**src/rtl/arf_pkg.sv**
```systemverilog
package arf_pkg;
  typedef enum logic [1:0] {
    VW_BLO   = 2'b00,
    VW_BHI   = 2'b01,
    VW_WORD  = 2'b10,
    VW_DWORD = 2'b11
  } view_e;
endpackage

```
**src/rtl/arf_wmerge.sv**
```systemverilog
module arf_wmerge
  import arf_pkg::*;
#(
  parameter int XLEN = 32
) (
  input  logic [XLEN-1:0] old_val,
  input  logic [XLEN-1:0] wr_val,
  input  view_e           view,
  output logic [XLEN-1:0] new_val
);
  localparam int HALF = XLEN / 2;
  localparam int BYTE = 8;

  // Only the field selected by the view takes new bits; everything else is carried over.
  always_comb begin
    new_val = old_val;
    unique case (view)
      VW_BLO:   new_val[BYTE-1:0]      = wr_val[BYTE-1:0];
      VW_BHI:   new_val[2*BYTE-1:BYTE] = wr_val[BYTE-1:0];
      VW_WORD:  new_val[HALF-1:0]      = wr_val[HALF-1:0];
      default:  new_val                = wr_val;
    endcase
  end
endmodule

```
**src/rtl/arf_rdport.sv**
```systemverilog
module arf_rdport
  import arf_pkg::*;
#(
  parameter int NREGS     = 8,
  parameter int XLEN      = 32,
  parameter int NBYTEREGS = 4,
  parameter int IDXW      = $clog2(NREGS)
) (
  input  logic [NREGS-1:0][XLEN-1:0] gpr,
  input  logic [IDXW-1:0]            idx,
  input  view_e                      view,
  output logic [XLEN-1:0]            data,
  output logic                       err
);
  localparam int HALF = XLEN / 2;
  localparam int BYTE = 8;

  logic [XLEN-1:0] sel;
  logic            legal;

  assign sel   = gpr[idx];
  assign legal = (view == VW_WORD) || (view == VW_DWORD) || (int'(idx) < NBYTEREGS);
  assign err   = ~legal;

  always_comb begin
    data = '0;
    if (legal) begin
      unique case (view)
        VW_BLO:  data[BYTE-1:0] = sel[BYTE-1:0];
        VW_BHI:  data[BYTE-1:0] = sel[2*BYTE-1:BYTE];
        VW_WORD: data[HALF-1:0] = sel[HALF-1:0];
        default: data           = sel;
      endcase
    end
  end


  always_comb begin
    if (err) begin
      rd_err_zero_chk: assert (data == '0);
    end
  end


  always_comb begin
    if (view != VW_DWORD) begin
      rd_zext_chk: assert (data[XLEN-1:HALF] == '0);
    end
  end
endmodule

```
**src/rtl/alias_regfile.sv**
```systemverilog
module alias_regfile
  import arf_pkg::*;
#(
  parameter int NREGS     = 8,
  parameter int XLEN      = 32,
  parameter int NBYTEREGS = 4,
  parameter int NRD       = 2,
  parameter int IDXW      = $clog2(NREGS)
) (
  input  logic                      clk,
  input  logic                      rst_n,
  input  logic                      wr_en,
  input  logic [IDXW-1:0]           wr_idx,
  input  logic [1:0]                wr_view,
  input  logic [XLEN-1:0]           wr_data,
  output logic                      wr_err,
  input  logic [NRD-1:0][IDXW-1:0]  rd_idx,
  input  logic [NRD-1:0][1:0]       rd_view,
  output logic [NRD-1:0][XLEN-1:0]  rd_data,
  output logic [NRD-1:0]            rd_err,
  input  logic                      ip_we,
  input  logic                      ip_wide,
  input  logic [XLEN-1:0]           ip_wdata,
  output logic [XLEN-1:0]           ip_q
);
  localparam int HALF = XLEN / 2;
  localparam int BYTE = 8;

  logic [NREGS-1:0][XLEN-1:0] gpr_q;
  logic [NREGS-1:0][XLEN-1:0] gpr_d;
  logic [NREGS-1:0]           gpr_en;
  logic [XLEN-1:0]            wr_merged;
  view_e                      wr_view_e;
  logic                       wr_legal;

  logic [XLEN-1:0]            ip_r;
  logic [XLEN-1:0]            ip_d;
  view_e                      ip_view;

  // Write-side legality: byte views exist only below NBYTEREGS.
  assign wr_view_e = view_e'(wr_view);
  assign wr_legal  = (wr_view_e == VW_WORD) || (wr_view_e == VW_DWORD) ||
                     (int'(wr_idx) < NBYTEREGS);
  assign wr_err    = wr_en & ~wr_legal;

  arf_wmerge #(.XLEN(XLEN)) u_wmerge (
    .old_val (gpr_q[wr_idx]),
    .wr_val  (wr_data),
    .view    (wr_view_e),
    .new_val (wr_merged)
  );

  // Next state and per-entry clock enables.
  always_comb begin
    for (int i = 0; i < NREGS; i++) begin
      gpr_en[i] = wr_en && wr_legal && (int'(wr_idx) == i);
      gpr_d[i]  = gpr_en[i] ? wr_merged : gpr_q[i];
    end
  end

  always_ff @(posedge clk or negedge rst_n) begin
    if (!rst_n) begin
      gpr_q <= '0;
    end else begin
      for (int i = 0; i < NREGS; i++) begin
        if (gpr_en[i]) gpr_q[i] <= gpr_d[i];
      end
    end
  end

  // Instruction pointer: word or doubleword loads only.
  assign ip_view = ip_wide ? VW_DWORD : VW_WORD;

  arf_wmerge #(.XLEN(XLEN)) u_ipmerge (
    .old_val (ip_r),
    .wr_val  (ip_wdata),
    .view    (ip_view),
    .new_val (ip_d)
  );

  always_ff @(posedge clk or negedge rst_n) begin
    if (!rst_n) begin
      ip_r <= '0;
    end else if (ip_we) begin
      ip_r <= ip_d;
    end
  end

  assign ip_q = ip_r;

  // Read ports, one slice unit each.
  for (genvar p = 0; p < NRD; p++) begin : g_rd
    arf_rdport #(
      .NREGS     (NREGS),
      .XLEN      (XLEN),
      .NBYTEREGS (NBYTEREGS),
      .IDXW      (IDXW)
    ) u_rdport (
      .gpr  (gpr_q),
      .idx  (rd_idx[p]),
      .view (view_e'(rd_view[p])),
      .data (rd_data[p]),
      .err  (rd_err[p])
    );
  end


  wr_illegal_hold_chk: assert property (@(posedge clk) disable iff (!rst_n)
    wr_err |=> $stable(gpr_q));


  idle_hold_chk: assert property (@(posedge clk) disable iff (!rst_n)
    !wr_en |=> $stable(gpr_q));


  word_upper_keep_chk: assert property (@(posedge clk) disable iff (!rst_n)
    (wr_en && wr_view_e == VW_WORD) |=>
      gpr_q[$past(wr_idx)][XLEN-1:HALF] == $past(gpr_q[wr_idx][XLEN-1:HALF]));


  bhi_low_keep_chk: assert property (@(posedge clk) disable iff (!rst_n)
    (wr_en && wr_view_e == VW_BHI && wr_legal) |=>
      gpr_q[$past(wr_idx)][BYTE-1:0] == $past(gpr_q[wr_idx][BYTE-1:0]));


  ip_upper_keep_chk: assert property (@(posedge clk) disable iff (!rst_n)
    (ip_we && !ip_wide) |=> ip_q[XLEN-1:HALF] == $past(ip_q[XLEN-1:HALF]));
endmodule

```
**config.mk**
```make
export PLATFORM = sky130hd
export DESIGN_NAME = alias_regfile
export DESIGN_NICKNAME = d
export VERILOG_FILES = /design/src/rtl/arf_pkg.sv /design/src/rtl/arf_wmerge.sv /design/src/rtl/arf_rdport.sv /design/src/rtl/alias_regfile.sv
export SDC_FILE = /design/constraint.sdc
export NUM_CORES = 1
export LEC_CHECK = 0
export ABC_AREA = 1
export CORE_MARGIN = 1
export CORE_UTILIZATION = 44
export DETAILED_ROUTE_END_ITERATION = 8
export PLACE_DENSITY = 0.73
export SYNTH_ARGS = -nofsm -noshare
export SYNTH_HDL_FRONTEND = slang
export SYNTH_SLANG_ARGS = --single-unit
```
**constraint.sdc**
```tcl
create_clock -name clk -period 2.15 [get_ports clk]
set_clock_uncertainty 0.05 [all_clocks]
set_input_delay 0.43 -clock clk [delete_from_list [all_inputs] [get_ports clk]]
set_output_delay 0.43 -clock clk [all_outputs]
set_load 0.05 [all_outputs]
```
After elaboration in Yosys (flattened, before gate mapping) --
Index checks and enable logic that the tools add are counted.
Storage, ports and cells: flip-flop bits (word level) 288, latch bits 0, memory bits (writable) 0, bits in read-only memories 0, input bits 84, output and inout bits 99, word-level logic and storage cells 90, memories 0
Operators by class: add/sub/neg operators 0, multipliers 0, divide/modulo/power cells 0, magnitude comparators 6, equality and inequality tests 18, shift-type cells 0, mux-type cells 19, bitwise gates (word level) 7, reductions and logical operators 29
Operators with widths (count):
- binary-select mux 32 bit (select 3 bit) | 3
- two-way mux 32 bit | 5
- two-way mux 16 bit | 3
- two-way mux 8 bit | 5
- one-hot mux 8 bit (2 select lines) | 2
- equality test 2 bit, second input constant | 7
- equality test 3 bit, second input constant | 4
- < comparator 3 x 4 -> 1 bit, second input constant | 3
- OR reduction 3 bit | 4
- logical AND 1 bit | 9
- < comparator 3 bit, second input constant | 3
- equality test 2 x 1 -> 1 bit, second input constant | 4
- logical NOT 2 bit | 4
- equality test 3 x 2 -> 1 bit, second input constant | 2
- logical OR 1 bit | 6
- NOT 1 bit | 6
- AND reduction 2 bit | 3
- OR reduction 2 bit | 2
- equality test 3 x 1 -> 1 bit, second input constant | 1
- logical NOT 3 bit | 1
- AND 1 bit | 1
- two-way mux 1 bit | 1

Depth between registers and ports, before layout --
word-level depth 5, gate-level depth with buffers 12, mapped depth without buffers 9

By module --
A second synthesis with hierarchy kept.
Second synthesis, totals: cell total of the unflattened synthesis 3167, area total of the unflattened synthesis 20111.8 sq um
By module, submodules not included:
- alias_regfile | times used 1, cells each 1659, area an instance 13362.8 sq um, seq. area each 7206.9 sq um
- arf_rdport | times used 2, cells each 637, area an instance 2836.5 sq um, seq. area each 0.0 sq um
- arf_wmerge | times used 2, cells each 117, area an instance 538.0 sq um, seq. area each 0.0 sq um

Worst setup path before layout --
Ideal clock, no wire load.
kind input to output, from input rd_idx[0] (netlist bit), to output rd_data[31] (netlist bit), arrival 2.077 ns, data required time 1.670 ns, slack -0.407 ns, stages on the path 5, path through buf_2 > buf_2 > clkbuf_1 > o21ai_0 > a31oi_1
RTL lines:
- start: declaration | line alias_regfile.sv:17 | input logic [NRD-1:0][IDXW-1:0] rd_idx,
- end: declaration | line alias_regfile.sv:19 | output logic [NRD-1:0][XLEN-1:0] rd_data,

==> summary.log <==
INFO  clock_tree     clock_sinks=288
INFO  layout         number_of_diodes=0
INFO  worst_setup_path timing.critical_path.fanout_max=2
INFO  drt            route.detailed.vias_per_inst=5.849
INFO  layout         multi_input_area=11,020µm²
INFO  logic_synthesis netlist.top_cell.by_area=sky130_fd_sc_hd__dfrtp_1
INFO  power          p_seq_share=36.3%
INFO  floorplan      die_w=209.2µm
INFO  global_routing gr-total-overflow=0
INFO  placed_design  place_congestion=1.012
INFO  clock_tree     tritoncts=yes
INFO  clock_tree     max_root_sink_buffers=3
INFO  worst_setup_path endpoint_kind=output pin
INFO  power          clock_power_share=30.8%
INFO  logic_synthesis syn_avg_cell_area=6.440µm²
INFO  drt            initialDrtViolationCount=2,774
INFO  run_status     failed_checks=negative setup slack
INFO  global_routing grt_first_pass_wirelength=117,400µm
INFO  worst_setup_path start_kind=flip-flop
INFO  power          fin_total_pwr=20.77mW
INFO  logic_synthesis synthesis.area=18,900µm²
INFO  worst_setup_path worst_ep_arrival_time=1.91ns
INFO  logic_synthesis syn-num-nets=3,018
INFO  power          p_leak=12.97nW
INFO  layout         register_area=7207µm²
INFO  timing         maxClockFrequency=0.4187GHz
INFO  floorplan      floorplan.initialDensity=44.85%
INFO  clock_tree     cts_inserted_buffers=36
INFO  layout         layout.nets=3,290
INFO  run_status     status=finished with violations
INFO  drt            via_count=22,064
INFO  timing         finalHoldViolCount=0
INFO  power          combinational_power_share=32.9%
INFO  clock_tree     worst_skew_pair.late_latency=0.56ns
INFO  timing         grt_setup_unrepaired=yes
INFO  logic_synthesis synth_seq_area_share=38.14%
INFO  global_routing first_global_vias=20,647
INFO  drt            wl_per_cell=20.46µm
INFO  global_routing antenna_violations_before_repair=0
INFO  power          switching_share=36.94%
INFO  floorplan      dieHeight=209.2µm
INFO  drt            drt.antenna.violating_nets=0
INFO  logic_synthesis synth-async-reset-ratio=100.0%
INFO  placed_design  dp_hpwl=51,150µm
INFO  logic_synthesis synth_top_flop_cell=sky130_fd_sc_hd__dfrtp_1
INFO  timing         timing.final.ws_setup=-0.2386ns
INFO  timing         max-slew-margin-rel=62.40%
INFO  timing         layout_min_cycle_time=2.389ns
INFO  placed_design  number_of_buffer_cells_added_on_primary_ports=182
INFO  power          power_density=793.5nW/µm²
INFO  layout         n_fill_cell=3,660
INFO  run            timing.max_cap.violations=0
INFO  logic_synthesis synth_cells=2,934
INFO  clock_tree     cts.reportedPaths.clkPinSlew=0.06ns
INFO  logic_synthesis synthDistinctLibCells=26
INFO  power          cell_internal_pwr=13.10mW
INFO  timing         timing.final.crit_share=111.1%
INFO  drt            detailedRoute.firstPassIterationCount=7
INFO  hold_path      min_path_type=input port to asynchronous set/reset pin
INFO  timing         tightest_slew=0.5640ns
INFO  timing         finalMaxSlewViolations=0
INFO  worst_setup_path crit_type=flip-flop to output pin
INFO  logic_synthesis ys.warnings.count=0
INFO  timing         fin_worst_hold_slack=0.3866ns
INFO  logic_synthesis postSynthRegisterBits=288
INFO  power          irDropWorstVdd=0.0006329V
INFO  floorplan      floorplan.io_pins=183
INFO  drt            post-route-drc-count=0
INFO  floorplan      rows=75
INFO  worst_setup_path crit_required=1.67ns
INFO  clock_tree     clock-root-buffer=sky130_fd_sc_hd__clkbuf_16
INFO  floorplan      core-area=42,130µm²
INFO  global_routing grt_max_degree=92
INFO  placed_design  placement.setup.worst_slack=-0.4143ns
INFO  power          power_switching=7.675mW
INFO  drt            wire_length_after_detailed_routing=77,170µm
INFO  layout         fraction_of_final_layout_cells_with_drive_strength_greater_than_1=22.46%
INFO  layout         final_util=62.14%
INFO  logic_synthesis synthDominantCellAreaShare=38.14%
INFO  logic_synthesis number_of_enable_flip_flop_cells_after_synthesis=0
INFO  global_routing grt_total_usage=34.47%
INFO  clock_tree     cts_max_level=2
INFO  timing         report.final.setup_viol=61
INFO  layout         area_growth=38.55%
INFO  logic_synthesis synth.area.top_cells=sky130_fd_sc_hd__dfrtp_1, sky130_fd_sc_hd__nand2_1, sky130_fd_sc_hd__o211ai_1
INFO  floorplan      die_area=43,780µm²
area by class of cell:
type,count,share of cell area [%]
clock inverters,11,0.5592
inverters,185,2.762
clock buffers,54,4.167
well taps,539,2.576
flip-flops and latches,288,27.53
multi-input cells,2259,42.11
repair inverters,1,0.03345
repair buffers,435,20.26
per-layer routing:
| layer | global-route usage (%) | vias to the layer above | part of all wire [%] |
|---|---|---|---|
| li1 | - | 9909 | - |
| met1 | 47.24 | 10231 | 39 |
| met2 | 52.24 | 1627 | 43 |
| met3 | 7.559 | 297 | 13 |
| met4 | 15.09 | 0 | 4.6 |
| met5 | 0 | - | 0 |
through the flow:
stage / setup TNS (ns) / cell area [µm²] / instances
CTS: -5.130 / 25590 / 3742
floorplan: -2.767 / 19330 / 2934
global route: -9.849 / 26180 / 3772
finish: -5.759 / 26180 / 3772
detailed placement: -42.78 / 23510 / 3620
global placement: -41.01 / 23510 / 3620
synthesized netlist by cell type (32+ instances only):
library cell	count
sky130_fd_sc_hd__o211ai_1	128
sky130_fd_sc_hd__nand3_1	176
sky130_fd_sc_hd__nand2_2	33
sky130_fd_sc_hd__inv_1	166
sky130_fd_sc_hd__a21oi_1	130
sky130_fd_sc_hd__nand2_1	1539
sky130_fd_sc_hd__clkbuf_1	76
sky130_fd_sc_hd__o21ai_0	144
sky130_fd_sc_hd__buf_2	85
sky130_fd_sc_hd__mux2_2	32
sky130_fd_sc_hd__dfrtp_1	288
sky130_fd_sc_hd__a31oi_1	32
critical path, stage by stage (launching register included):
cell and delay (ns):
sky130_fd_sc_hd__dfrtp_1 0.36, sky130_fd_sc_hd__inv_2 0.04, sky130_fd_sc_hd__nand2_1 0.06, sky130_fd_sc_hd__o211ai_1 0.18, sky130_fd_sc_hd__nand3_1 0.15, sky130_fd_sc_hd__nand2_1 0.08
sky130_fd_sc_hd__a31oi_2 0.20, sky130_fd_sc_hd__buf_4 0.16, sky130_fd_sc_hd__buf_12 0.12
worst paths after layout:
path	from	to	slack, ns	cells after the start
min	rst_n	gpr_q[106]	0.39	2
min reg2reg	gpr_q[135]	gpr_q[135]	0.43	2
max in group asynchronous	rst_n	gpr_q[121]	0.95	3
max reg2reg	gpr_q[253]	gpr_q[61]	0.57	10
max	gpr_q[250]	rd_data[26]	-0.24	8
min in group clk	ip_wdata[29]	ip_q[29]	0.43	2
registers in the layout, indices dropped and copies added (netlist names):
| signal | flops |
|---|---|
| gpr_q | 256 |
| ip_q | 32 |
placed cells by master (no fill, tap or decap), drive strengths merged:
master,n
nand2,1572
buf,320
dfrtp,288
inv,180
nand3,177
o21ai,148
a21oi,130
o211ai,128
clkdlybuf4s50,70
clkbuf,57
dlygate4sd2,37
mux2,32
a31oi,32
nor2,31
clkinv,10
a22o,8
clkinvlp,4
bufinv,3
bufbuf,3
nor3,1
dlygate4sd3,1
clkdlybuf4s15,1
what timing repair did:
item / in CTS / in global routing
pin swaps: 90 / 89
gates resized for setup: 233 / 143
buffers inserted: 54 / 28
hold endpoints to repair: 46 / 0
cloned: 4 / 3
hold buffers: 1 / 0
setup endpoints to repair: 99 / 64
logic make-up (layout without fill, tap and decap cells):
group,count (synthesis),in the layout,share of synthesized area (%)
flops,288,288,38.14
compound gates,446,446,13.88
buf+inv,387,686,8.880
simple gates,1781,1781,37.19
mux,32,32,1.907
power groups by stage:
stage / Combinational [mW] / Sequential (mW) / Clock [mW]
after floorplan: 3.55 / 7.51 / 0
after CTS: 6.41 / 7.47 / 6.45
final: 6.84 / 7.55 / 6.39
after global routing: 7.40 / 7.66 / 6.65
after global placement: 5.79 / 7.53 / 0
after detailed placement: 5.91 / 7.58 / 0
Power figures use the tool's default switching activity.
